$ cat src/rtl/wrap_timer_pkg.sv
package wrap_timer_pkg;
  typedef enum logic [2:0] {
    MODE_FREE = 3'd0,
    MODE_MEAS = 3'd1,
    MODE_OFFS = 3'd2,
    MODE_TRI  = 3'd3,
    MODE_ENC  = 3'd4
  } tmode_e;

  typedef struct packed {
    logic counts;     // a defined mode: counter steps when enabled
    logic fixed_up;   // direction forced upward
    logic capture;    // channels act as capture channels
    logic compare;    // channels act as compare channels
    logic match_clr;  // channel 0 match may clear the counter
    logic ovf_ok;     // overflow recognised
    logic unf_ok;     // underflow recognised
    logic enc;        // encoder compare mode
  } mode_ctl_t;
endpackage

$ cat src/rtl/wtd_mode_decode.sv
module wtd_mode_decode
  import wrap_timer_pkg::*;
(
  input  logic [2:0] mode,
  output mode_ctl_t  ctl
);
  always_comb begin
    ctl = '0;
    case (mode)
      MODE_FREE: begin
        ctl.counts = 1'b1; ctl.fixed_up = 1'b1; ctl.compare = 1'b1;
        ctl.match_clr = 1'b1; ctl.ovf_ok = 1'b1;
      end
      MODE_MEAS, MODE_OFFS: begin
        ctl.counts = 1'b1; ctl.fixed_up = 1'b1; ctl.capture = 1'b1;
        ctl.ovf_ok = 1'b1;
      end
      MODE_TRI: begin
        ctl.counts = 1'b1; ctl.compare = 1'b1; ctl.unf_ok = 1'b1;
      end
      MODE_ENC: begin
        ctl.counts = 1'b1; ctl.compare = 1'b1; ctl.match_clr = 1'b1;
        ctl.ovf_ok = 1'b1; ctl.unf_ok = 1'b1; ctl.enc = 1'b1;
      end
      default: ctl = '0;
    endcase
  end
endmodule

$ cat src/rtl/wtd_next_count.sv
module wtd_next_count #(
  parameter int W = 16
) (
  input  logic [W-1:0] cur,
  input  logic         step_en,
  input  logic         down,
  input  logic         clr_req,
  input  logic         first_q,
  input  logic         ovf_ok,
  input  logic         unf_ok,
  output logic [W-1:0] nxt,
  output logic         ovf_ev,
  output logic         unf_ev
);
  localparam logic [W-1:0] TOP = {W{1'b1}};
  localparam logic [W-1:0] ONE = {{(W-1){1'b0}}, 1'b1};

  always_comb begin
    nxt    = cur;
    ovf_ev = 1'b0;
    unf_ev = 1'b0;
    if (step_en) begin
      if (clr_req) begin
        nxt = '0;
      end else if (down) begin
        nxt    = cur - ONE;
        unf_ev = unf_ok && (cur == '0) && !first_q;
      end else begin
        nxt    = cur + ONE;
        ovf_ev = ovf_ok && (cur == TOP) && !first_q;
      end
    end
  end
endmodule

$ cat src/rtl/wtd_event_regs.sv
module wtd_event_regs #(
  parameter int NCH = 2
) (
  input  logic           clk,
  input  logic           rst,
  input  logic           ovf_ev,
  input  logic           unf_ev,
  input  logic           enc_mode,
  input  logic [NCH-1:0] ch_ev,
  input  logic           ec_ev,
  input  logic [2:0]     flag_clr,
  output logic [NCH-1:0] irq_ch,
  output logic           irq_wrap,
  output logic           irq_ec,
  output logic           ovf_flag,
  output logic           enc_ovf_flag,
  output logic           enc_unf_flag
);
  logic set_ovf, set_eovf, set_eunf;

  always_comb begin
    set_ovf  = ovf_ev && !enc_mode;
    set_eovf = ovf_ev && enc_mode;
    set_eunf = unf_ev && enc_mode;
  end

  always_ff @(posedge clk) begin
    if (rst) begin
      irq_ch       <= '0;
      irq_wrap     <= 1'b0;
      irq_ec       <= 1'b0;
      ovf_flag     <= 1'b0;
      enc_ovf_flag <= 1'b0;
      enc_unf_flag <= 1'b0;
    end else begin
      irq_ch       <= ch_ev;
      irq_wrap     <= ovf_ev | unf_ev;
      irq_ec       <= ec_ev;
      ovf_flag     <= set_ovf  | (ovf_flag     & ~flag_clr[0]);
      enc_ovf_flag <= set_eovf | (enc_ovf_flag & ~flag_clr[1]);
      enc_unf_flag <= set_eunf | (enc_unf_flag & ~flag_clr[2]);
    end
  end
endmodule

$ cat src/rtl/wrap_event_timer.sv
module wrap_event_timer
  import wrap_timer_pkg::*;
#(
  parameter int W = 16
) (
  input  logic         clk,
  input  logic         rst,
  input  logic [2:0]   mode,
  input  logic         cnt_en,
  input  logic         dir_down,
  input  logic [W-1:0] init_val,
  input  logic [W-1:0] cmp0_val,
  input  logic [W-1:0] cmp1_val,
  input  logic         match_clr_en,
  input  logic         cap0_stb,
  input  logic         cap1_stb,
  input  logic         enc_clr,
  input  logic         enc_clr_alt,
  input  logic [2:0]   flag_clr,
  output logic [W-1:0] count,
  output logic [W-1:0] cap0_q,
  output logic [W-1:0] cap1_q,
  output logic         ovf_flag,
  output logic         enc_ovf_flag,
  output logic         enc_unf_flag,
  output logic         irq_cc0,
  output logic         irq_cc1,
  output logic         irq_wrap,
  output logic         irq_enc_clr
);
  localparam int NCH = 2;

  mode_ctl_t      ctl;
  logic           first_q;
  logic           run;
  logic [W-1:0]   cmp_val [NCH];
  logic [NCH-1:0] cap_stb;
  logic [NCH-1:0] cap_hit;
  logic [NCH-1:0] cmp_hit;
  logic [W-1:0]   cap_q   [NCH];
  logic [NCH-1:0] irq_ch;
  logic           ec_hit, mclr_hit, clr_req, down;
  logic [W-1:0]   nxt;
  logic           ovf_ev, unf_ev;

  wtd_mode_decode u_dec (.mode(mode), .ctl(ctl));

  always_comb begin
    cmp_val[0] = cmp0_val;
    cmp_val[1] = cmp1_val;
    cap_stb    = {cap1_stb, cap0_stb};
    run        = cnt_en && ctl.counts;
    ec_hit     = run && ctl.enc && enc_clr;
    mclr_hit   = cmp_hit[0] && ctl.match_clr && match_clr_en;
    clr_req    = ec_hit | cap_hit[0] | mclr_hit;
    down       = !ctl.fixed_up && dir_down;
  end

  for (genvar i = 0; i < NCH; i++) begin : g_ch
    always_comb begin
      cap_hit[i] = run && ctl.capture && cap_stb[i];
      cmp_hit[i] = run && ctl.compare && (count == cmp_val[i]);
    end
    always_ff @(posedge clk) begin
      if (rst) cap_q[i] <= '0;
      else if (cap_hit[i]) cap_q[i] <= count;
    end
  end

  wtd_next_count #(.W(W)) u_next (
    .cur(count), .step_en(run), .down(down), .clr_req(clr_req),
    .first_q(first_q), .ovf_ok(ctl.ovf_ok), .unf_ok(ctl.unf_ok),
    .nxt(nxt), .ovf_ev(ovf_ev), .unf_ev(unf_ev)
  );

  always_ff @(posedge clk) begin
    if (rst) begin
      count   <= '0;
      first_q <= 1'b1;
    end else if (!cnt_en) begin
      count   <= init_val;
      first_q <= 1'b1;
    end else if (run) begin
      count   <= nxt;
      first_q <= 1'b0;
    end
  end

  wtd_event_regs #(.NCH(NCH)) u_evt (
    .clk(clk), .rst(rst), .ovf_ev(ovf_ev), .unf_ev(unf_ev),
    .enc_mode(ctl.enc), .ch_ev(cap_hit | cmp_hit),
    .ec_ev(ec_hit && !enc_clr_alt), .flag_clr(flag_clr),
    .irq_ch(irq_ch), .irq_wrap(irq_wrap), .irq_ec(irq_enc_clr),
    .ovf_flag(ovf_flag), .enc_ovf_flag(enc_ovf_flag),
    .enc_unf_flag(enc_unf_flag)
  );

  always_comb begin
    cap0_q  = cap_q[0];
    cap1_q  = cap_q[1];
    irq_cc0 = irq_ch[0];
    irq_cc1 = irq_ch[1];
  end
endmodule

$ cat config.mk
export PLATFORM = sky130hd
export DESIGN_NAME = wrap_event_timer
export DESIGN_NICKNAME = d
export VERILOG_FILES = /design/src/rtl/wrap_timer_pkg.sv /design/src/rtl/wtd_mode_decode.sv /design/src/rtl/wtd_next_count.sv /design/src/rtl/wtd_event_regs.sv /design/src/rtl/wrap_event_timer.sv
export SDC_FILE = /design/constraint.sdc
export NUM_CORES = 1
export LEC_CHECK = 0
export BUFFER_PORTS_ARGS = -buffer_cell sky130_fd_sc_hd__buf_2
export CAP_MARGIN = 25
export CORE_MARGIN = 4
export CORE_UTILIZATION = 30
export CTS_BUF_LIST = sky130_fd_sc_hd__clkbuf_16
export DETAILED_ROUTE_END_ITERATION = 6
export GPL_ROUTABILITY_DRIVEN = 0
export PLACE_DENSITY = 0.57
export SYNTH_ARGS = -nofsm -noshare
export SYNTH_HDL_FRONTEND = slang
export SYNTH_SLANG_ARGS = --single-unit
$ cat constraint.sdc
create_clock -name clk -period 3.6 [get_ports clk]
set_clock_uncertainty 0.05 [all_clocks]
set_input_delay 0.36 -clock clk [delete_from_list [all_inputs] [get_ports clk]]
set_output_delay 0.36 -clock clk [all_outputs]
set_load 0.02 [all_outputs]
## After elaboration in Yosys (flattened, before gate mapping)

Memory sizes are Yosys's and may differ from the RTL's.
Index checks and enable logic that the tools add are counted.

| storage, ports and cells | value |
|---|---|
| word-level logic and storage cells | 97 |
| memories | 1 |
| bits of input ports | 63 |
| RAM bits | 32 |
| output and inout port bits | 55 |
| register bits after elaboration | 24 |

| operators by class | value |
|---|---|
| add/subtract/negate cells | 2 |
| multiplexer cells | 28 |
| reductions and logical operators | 34 |
| equality and inequality tests | 8 |
| bitwise logic cells | 16 |

Memories:

| memory | words | bits a word | rd ports | clocked after Yosys merged registers in | write ports | line | source |
|---|---|---|---|---|---|---|---|
| cap_q | 2 | 16 | 2 | 0 | 2 | wrap_event_timer.sv:40 | `logic [W-1:0] cap_q [NCH];` |

Operators by type and width:

| operator | number |
|---|---|
| $mux W16 | 6 |
| $eq A16 B16 Y1 | 2 |
| $mux W1 | 22 |
| $logic_and A1 B1 Y1 | 20 |
| $add A16 B1 Y16 const B | 1 |
| $eq A16 B16 Y1 const B | 1 |
| $logic_not A16 Y1 | 1 |
| $sub A16 B1 Y16 const B | 1 |
| $or A1 B1 Y1 | 8 |
| $reduce_or A2 Y1 | 4 |
| $eq A3 B2 Y1 const B | 2 |
| $reduce_or A3 Y1 | 2 |
| $reduce_or A5 Y1 | 1 |
| $logic_not A1 Y1 | 4 |
| $not A1 Y1 | 4 |
| $reduce_or A4 Y1 | 1 |
| $and A1 B1 Y1 | 3 |
| $eq A3 B1 Y1 const B | 1 |
| $eq A3 B3 Y1 const B | 1 |
| $logic_not A3 Y1 | 1 |
| $ne A2 B1 Y1 const B | 1 |
| $or A2 B2 Y2 | 1 |

## Longest topological paths before layout

Gate-level depths: netlist (run 1).

| depth | value |
|---|---|
| depth in word-level cells | 13 |
| depth in mapped cells | 12 |
| gate-level depth less buffers | 10 |

## Hierarchy

Synthesis (run 1) repeated with hierarchy kept, for this count alone.

| unflattened totals | value |
|---|---|
| cells, all modules | 373 |
| area total of the unflattened synthesis | 3658.5 um^2 |

Modules (own cells, without submodules):

| module | seq. area each (um^2) | cells an instance | instances | area each (um^2) |
|---|---|---|---|---|
| wrap_event_timer | 1301.2 | 201 | 1 | 2356.0 |
| wtd_next_count | 0.0 | 138 | 1 | 1001.0 |
| wtd_event_regs | 140.1 | 21 | 1 | 217.7 |
| wtd_mode_decode | 0.0 | 13 | 1 | 83.8 |

## Worst setup path before layout (run 1)

Ideal clock, no wire load.

| path | value |
|---|---|
| kind | input port to flip-flop |
| start | in mode[1] |
| end | reg count[14] |
| buffers on the path | 1 |
| slack | 0.910 ns |
| cell stages on the path | 11 |
| data arrival time | 2.536 ns |
| data required time | 3.447 ns |
| setup time | 0.103 ns |
| cell sequence | buf_4 -> a21o_1 -> nand2_1 -> inv_1 -> ha_1 -> and2b_1 -> o2111ai_2 -> a211o_1 -> a31oi_2 -> xnor2_1 -> a2111oi_2 |

| between the ends | value |
|---|---|
| cells in the longest elaborated chain, start to end | 12 |
| elaborated cells on any way between the ends | 34 |
| classes of those cells | eq/ne: 5; mux: 10; bitwise: 2; reduce/logical: 17 |

RTL lines:

| element | line | source |
|---|---|---|
| start, declared | wrap_event_timer.sv:8 | `input logic [2:0] mode,` |
| $eq A3 B1 Y1, or another cell as far along | wtd_mode_decode.sv:9 | `case (mode)` |
| $reduce_or A5 Y1 (no source line) | n/a |  |
| $mux W1 | wtd_mode_decode.sv:9 |  |
| $logic_and A1 B1 Y1 | wrap_event_timer.sv:52 | `run = cnt_en && ctl.counts;` |
| $logic_and A1 B1 Y1 (2 in a row) | wrap_event_timer.sv:62 | `cmp_hit[i] = run && ctl.compare && (count == cmp_val[i]);` |
| $logic_and A1 B1 Y1 (2 in a row) | wrap_event_timer.sv:54 | `mclr_hit = cmp_hit[0] && ctl.match_clr && match_clr_en;` |
| $or A1 B1 Y1 | wrap_event_timer.sv:55 | `clr_req = ec_hit \| cap_hit[0] \| mclr_hit;` |
| $mux W16 | wtd_next_count.sv:23 | `if (clr_req) begin` |
| $mux W16 | wrap_event_timer.sv:83 | `end else if (run) begin` |
| $mux W16 | wrap_event_timer.sv:80 | `end else if (!cnt_en) begin` |
| end signal, assigned | wrap_event_timer.sv:81 | `count <= init_val;` |
| end signal, assigned | wrap_event_timer.sv:84 | `count <= nxt;` |
| end, declared | wrap_event_timer.sv:20 | `output logic [W-1:0] count,` |

Parallel ways exist; a longest one is shown, timed or not. The select of a mux whose other input is x is not followed.
A chain may end at the register's enable or synchronous reset.

## Worst setup path in the final report (run 1)

| path | value |
|---|---|
| start | in mode[2] |
| end | reg count[11] |

The elaborated chain is that of the path after synthesis.

==> impl_metrics.csv, run 1 <==
group,metric,value,unit
floorplan,die-height,117.9,um
floorplan,rows,39,
placed_design,place_area,4249,sq um
logic_synthesis,synthCells,388,
cts,root_buffer,"clkbuf_16",
cts,cts.repair_timing.setup_buffer_count,0,
cts,cts_hold_buf,0,
sta,worst_pin_slew,767.2,ps
cells_and_area,n_fill_cell,1155,
placed_design,dp_hpwl,8822,um
logic_synthesis,syn_area,3626,sq um
logic_synthesis,synth_edf_count,32,
setup_path,reg2reg_slack,840,ps
floorplan,start_util,0.3122,
logic_synthesis,yosysTopAreaCellShare,0.2650,
logic_synthesis,ys.flop_type,"edfxtp_1",
setup_path,start_kind,"input port",
global_routing,grt_use_total,0.1623,
logic_synthesis,synth_nets,466,
floorplan,die-area,13910,sq um
setup_path,path_max_fanout,14,
global_routing,grt_pass1_wl,18030,um
sta,finalHoldViolations,0,
route,detail-route-antenna-nets,0,
min_path,hp-class,"input port to flip-flop",
cells_and_area,fin_area,4402,sq um
cts,numCtsBuffers,5,
setup_path,critPathArrivalTime,2880,ps
route,via_per_inst,5.304,
logic_synthesis,ys_seq_area_frac,0.3975,
setup_path,worstPathRequired,3710,ps
logic_synthesis,ys_async_sr_fraction,0,
cts,cts.reportedPaths.clkPinSlew,80,ps
sta,grt_setup_unrepaired,"no",
route,vias,3336,
logic_synthesis,synth_area_leaders,"edfxtp_1, dfxtp_1, xnor2_1",
sta,fin_crit,2770,ps
power,power_density,400.9,nW/um^2
global_routing,overflow,0,
cells_and_area,nets,563,
cts,cts.htree.levels,2,
sta,setup_viol,0,
cells_and_area,fin_cells,629,
sta,fmax,0.3610,GHz
cts,cts_resized,0,
sta,period_share,0.7694,
flow_run,cap_violations,0,
route,drtIter0Drc,252,
setup_path,path_class,"input port to flip-flop",
floorplan,pin_count,118,
route,drc,0,
floorplan,die_x,117.9,um
logic_synthesis,synth-warning-count,0,
route,first_pass_iters,5,
logic_synthesis,ys_types,56,
power,ir_worst_vdd,0.0002142,V
cells_and_area,synthToLayoutAreaGrowth,21.39,%
logic_synthesis,syn_avg_cell_area,9.345,sq um
logic_synthesis,synth_largest_area_cell,"edfxtp_1",
sta,slew_violations,0,
cts,clk_latency,290,ps
cts,numClockSinks,56,
global_routing,grt_pass1_vias,3307,
global_routing,antenna_found_initial,0,
cells_and_area,antenna_cells,0,
global_routing,grt_max_degree,32,
floorplan,coreArea,11610,sq um
placed_design,dpl.cell_count,621,
cells_and_area,drive_gt1_frac,0.2922,
route,avgRoutedWirePerCell,18.30,um
setup_path,crit_path_end_kind,"flip-flop",
cts,max-clock-path-buffers,2,
cts,cts_tree,"yes",
run_status,status,"completed",
sta,slew_headroom,0.4867,
route,wirelength,11510,um
sta,fin_setup_tns,0,ps
power,leakage,0.001877,uW
logic_synthesis,ys_seq_elements,56,
placed_design,io_buffers,117,
-- placed cells by master, fill, tap and decap left out, drive strengths merged, types with 3 or more instances in the layout --
cell type	synthesis	routed
xor2	12	12
edfxtp	32	32
nand2b	5	5
buf	23	124
dfxtp	24	24
nand3b	3	3
and2	28	28
o21ai	10	10
nor2	34	34
a21oi	29	29
xnor2	33	33
nor4	5	5
ha	14	14
inv	8	9
nand2	18	18
a211oi	7	7
clkbuf	11	5
nor3	17	17
nand4	14	14
o21a	3	3
nand3	7	7
a221oi	9	9
a21o	7	7
-- worst max-delay path, stage by stage --
cell      delay (ps)
buf_2            190
a21o_1           110
nand2_1          100
inv_1            420
ha_1             350
a211oi_1         390
o211ai_1         230
a21oi_1          260
xnor2_1          100
a221oi_1         270
nor3_1            80
-- sequential cells by signal (all words and copies together) (netlist names) --
register and count:
cap_q 32, u_evt.irq_ch 2, count 16, u_evt.irq_wrap 1, u_evt.ovf_flag 1, u_evt.irq_ec 1, u_evt.enc_unf_flag 1, u_evt.enc_ovf_flag 1
first_q 1
-- area by class of cell --
class	instances	area (sq um)	area share
clock buffer	5	125.1	0.02843
clock inverter	3	27.53	0.006254
inverter	8	30.03	0.006822
multi-input combinational	290	1961	0.4454
sequential	56	1441	0.3275
tap	143	178.9	0.04065
timing repair buffer	124	638.1	0.1450
-- per-layer routing --
| layer | track usage | share of wire |
|---|---|---|
| met5 | 0 | 0 |
| met4 | 0.03370 | 0.013 |
| met3 | 0.04037 | 0.073 |
| met2 | 0.2677 | 0.46 |
| met1 | 0.2158 | 0.45 |
-- through the flow --
stage | setup slack, ps | util | hold WS [ps] | power [uW]
floorplan | 910.2 | - | 386.7 | 1109
global placement | 687.3 | 0.3659 | 408.3 | 1262
detailed placement | 581.6 | 0.3659 | 414.2 | 1269
CTS | 825.9 | 0.3790 | 164.7 | 1775
global route | 614.0 | 0.3790 | 173.3 | 1854
finish | 830.0 | 0.3790 | 169.4 | 1765
-- power breakdown --
| group | leakage, uW | switching [uW] | internal (uW) | total, uW |
|---|---|---|---|---|
| sequential | 0.000533 | 58.7 | 712 | 771 |
| combinational | 0.00127 | 287 | 199 | 485 |
| clock | 0.0000719 | 244 | 265 | 509 |
| total | 0.00188 | 589 | 1180 | 1760 |
-- kinds of logic after synthesis --
logic type | Yosys count | share of synthesized area
AND/OR/NAND/NOR | 144 | 0.2101
multiplexers | 2 | 0.006211
buffers and inverters | 42 | 0.06176
AO/OA/AOI/OAI | 84 | 0.1618
adder cells (fa/ha/maj) | 15 | 0.05383
XOR/XNOR | 45 | 0.1087
flip-flops | 56 | 0.3975
-- Yosys cell counts, types with 3 or more instances --
cell and instances:
o21ai_0 9, clkbuf_1 9, inv_1 8, xnor2_1 33
a211oi_1 6, o21a_1 3, dfxtp_1 24, xor2_1 12
nand3b_1 3, nand3_1 7, and2_1 28, a21o_1 7
a21oi_1 29, nand2_1 18, nor4_1 5, edfxtp_1 32
ha_1 14, nor2_1 34, nand2b_1 5, buf_6 3
buf_2 15, nand4_1 14, nor3_1 17, a221oi_1 9
buf_4 3
-- path summary, 6_finish.rpt --
| path | cells after the start | end | startpoint |
|---|---|---|---|
| worst min register to register | 2 | u_evt.enc_ovf_flag$_SDFF_PP0_ | u_evt.enc_ovf_flag$_SDFF_PP0_ |
| worst min-delay path | 2 | u_evt.irq_ec$_SDFF_PP0_ | enc_clr_alt |
| worst max-delay path | 11 | count[11]$_SDFFE_PP0P_ | mode[2] |
| worst max register to register | 8 | count[14]$_SDFFE_PP0P_ | count[1]$_SDFFE_PP0P_ |
No activity file was read; power rests on OpenSTA's default activity.
==> inputs of run 2 (changes only) <==
==> constraint.sdc (replaced) <==
create_clock -name clk -period 2.7 [get_ports clk]
set_clock_uncertainty 0.05 [all_clocks]
set_input_delay 0.27 -clock clk [delete_from_list [all_inputs] [get_ports clk]]
set_output_delay 0.27 -clock clk [all_outputs]
set_load 0.02 [all_outputs]
==> impl_metrics.csv, run 2 (synthesized netlist as in run 1, its figures left out) <==
group,metric,value,unit
cells_and_area,drive_gt1_frac,0.3242,
cts,numCtsBuffers,5,
cts,cts.htree.levels,2,
cells_and_area,largestRegisters,"cap_q x32, count x16, u_evt.irq_ch x2",
cts,numClockSinks,56,
sta,slew_violations,0,
cts,cts.reportedPaths.clkPinSlew,80,ps
global_routing,grt_pass1_vias,3517,
cts,root_buffer,"clkbuf_16",
power,clock_power_share,0.286,
min_path,hp-class,"input port to flip-flop",
setup_path,path_class,"flip-flop to flip-flop",
cells_and_area,n_fill_cell,1183,
cells_and_area,largest_reg_flops,32,
placed_design,dp_hpwl,9201,um
setup_path,crit_path_end_kind,"flip-flop",
cells_and_area,top_register,"cap_q",
sta,fmax,0.4096,GHz
setup_path,critPathArrivalTime,2590,ps
floorplan,die-area,13910,sq um
setup_path,worstPathRequired,2850,ps
global_routing,antenna_found_initial,0,
global_routing,grt_max_degree,32,
floorplan,die-height,117.9,um
sta,setup_viol,0,
global_routing,grt_use_total,0.1707,
route,via_per_inst,5.238,
sta,grt_setup_unrepaired,"no",
power,power_frac_comb,0.302,
run_status,status,"completed",
route,wirelength,11970,um
power,seqPwrFrac,0.412,
sta,slew_headroom,0.4910,
power,ir_worst_vdd,0.0002896,V
cells_and_area,layout_common_cells,"buf_2, nor2_1, xnor2_1",
power,p_switching,805.3,uW
floorplan,start_util,0.3122,
sta,finalHoldViolations,0,
setup_path,start_kind,"flip-flop",
route,drc,0,
cells_and_area,synthToLayoutAreaGrowth,26.50,%
route,vias,3415,
floorplan,die_x,117.9,um
route,first_pass_iters,4,
cts,cts_hold_buf,0,
global_routing,grt_pass1_wl,18890,um
power,finalPower,2409,uW
global_routing,overflow,0,
sta,fin_setup_tns,0,ps
cts,max-clock-path-buffers,2,
route,drtIter0Drc,240,
power,power_density,525.2,nW/um^2
cts,cts_tree,"yes",
cells_and_area,antenna_cells,0,
power,swShare,0.3343,
cells_and_area,nets,586,
power,internal-power,1604,uW
cts,clk_latency,300,ps
route,detail-route-antenna-nets,0,
floorplan,pin_count,118,
sta,period_share,0.9042,
floorplan,rows,39,
floorplan,coreArea,11610,sq um
cells_and_area,final_common_cell,"buf_2",
flow_run,cap_violations,0,
cells_and_area,fin_util,0.3950,
setup_path,path_max_fanout,4,
sta,worst_pin_slew,763.5,ps
sta,fin_crit,2441,ps
route,avgRoutedWirePerCell,18.36,um
power,leakage,0.001996,uW
cts,cts.repair_timing.setup_buffer_count,0,
placed_design,io_buffers,117,
cts,cts_resized,0,
==> run 2: layout make-up <==
class / count / area (sq um) / share of cell area
clock inverter: 3 / 27.53 / 0.006001
multi-input combinational: 290 / 1961 / 0.4274
sequential: 56 / 1441 / 0.3142
timing repair buffer: 147 / 823.3 / 0.1795
clock buffer: 5 / 125.1 / 0.02728
inverter: 8 / 30.03 / 0.006547
tap: 143 / 178.9 / 0.03901
==> run 2: final timing paths <==
path,start,to,slack [ps],depth (start not counted)
setup / recovery,count[0]$_SDFFE_PP0P_,count[14]$_SDFFE_PP0P_,260,8
hold / removal,enc_clr_alt,u_evt.irq_ec$_SDFF_PP0_,70,2
setup reg to reg,count[0]$_SDFFE_PP0P_,count[14]$_SDFFE_PP0P_,260,8
hold reg to reg,u_evt.ovf_flag$_SDFF_PP0_,u_evt.ovf_flag$_SDFF_PP0_,420,2
==> run 2: stage by stage <==
stage	hold WS (ps)	instance area, sq um	instances	setup slack, ps
6_report	72.89	4587	652	258.7
5_1_grt	76.48	4587	652	87.43
4_1_cts	66.77	4587	652	240.4
3_5_place_dp	386.1	4434	644	50.28
3_3_place_gp	389.3	4434	644	86.45
2_1_floorplan	296.7	3626	388	100.2
==> run 2: layer usage <==
metal,vias up,GRT usage,part of all wire
li1,1640,-,-
met1,1620,0.2146,0.45
met2,142,0.2939,0.47
met3,13,0.04325,0.070
met4,0,0.03956,0.016
met5,-,0,0
==> run 2: critical path: stages, from the launching register on <==
cell       delay [ps]
dfxtp_1           340
inv_1             110
fa_1              470
and2b_1           260
o2111ai_2         160
a211o_1           330
a31oi_2           190
xnor2_1           100
a2111oi_2         340
==> run 2: power by group through the flow <==
| stage | Combinational (uW) | Clock (uW) | Sequential (uW) |
|---|---|---|---|
| 2_1_floorplan | 424 | 0 | 1060 |
| 3_3_place_gp | 712 | 0 | 1010 |
| 3_5_place_dp | 724 | 0 | 1010 |
| 4_1_cts | 730 | 705 | 991 |
| 5_1_grt | 792 | 742 | 998 |
| 6_report | 727 | 690 | 992 |
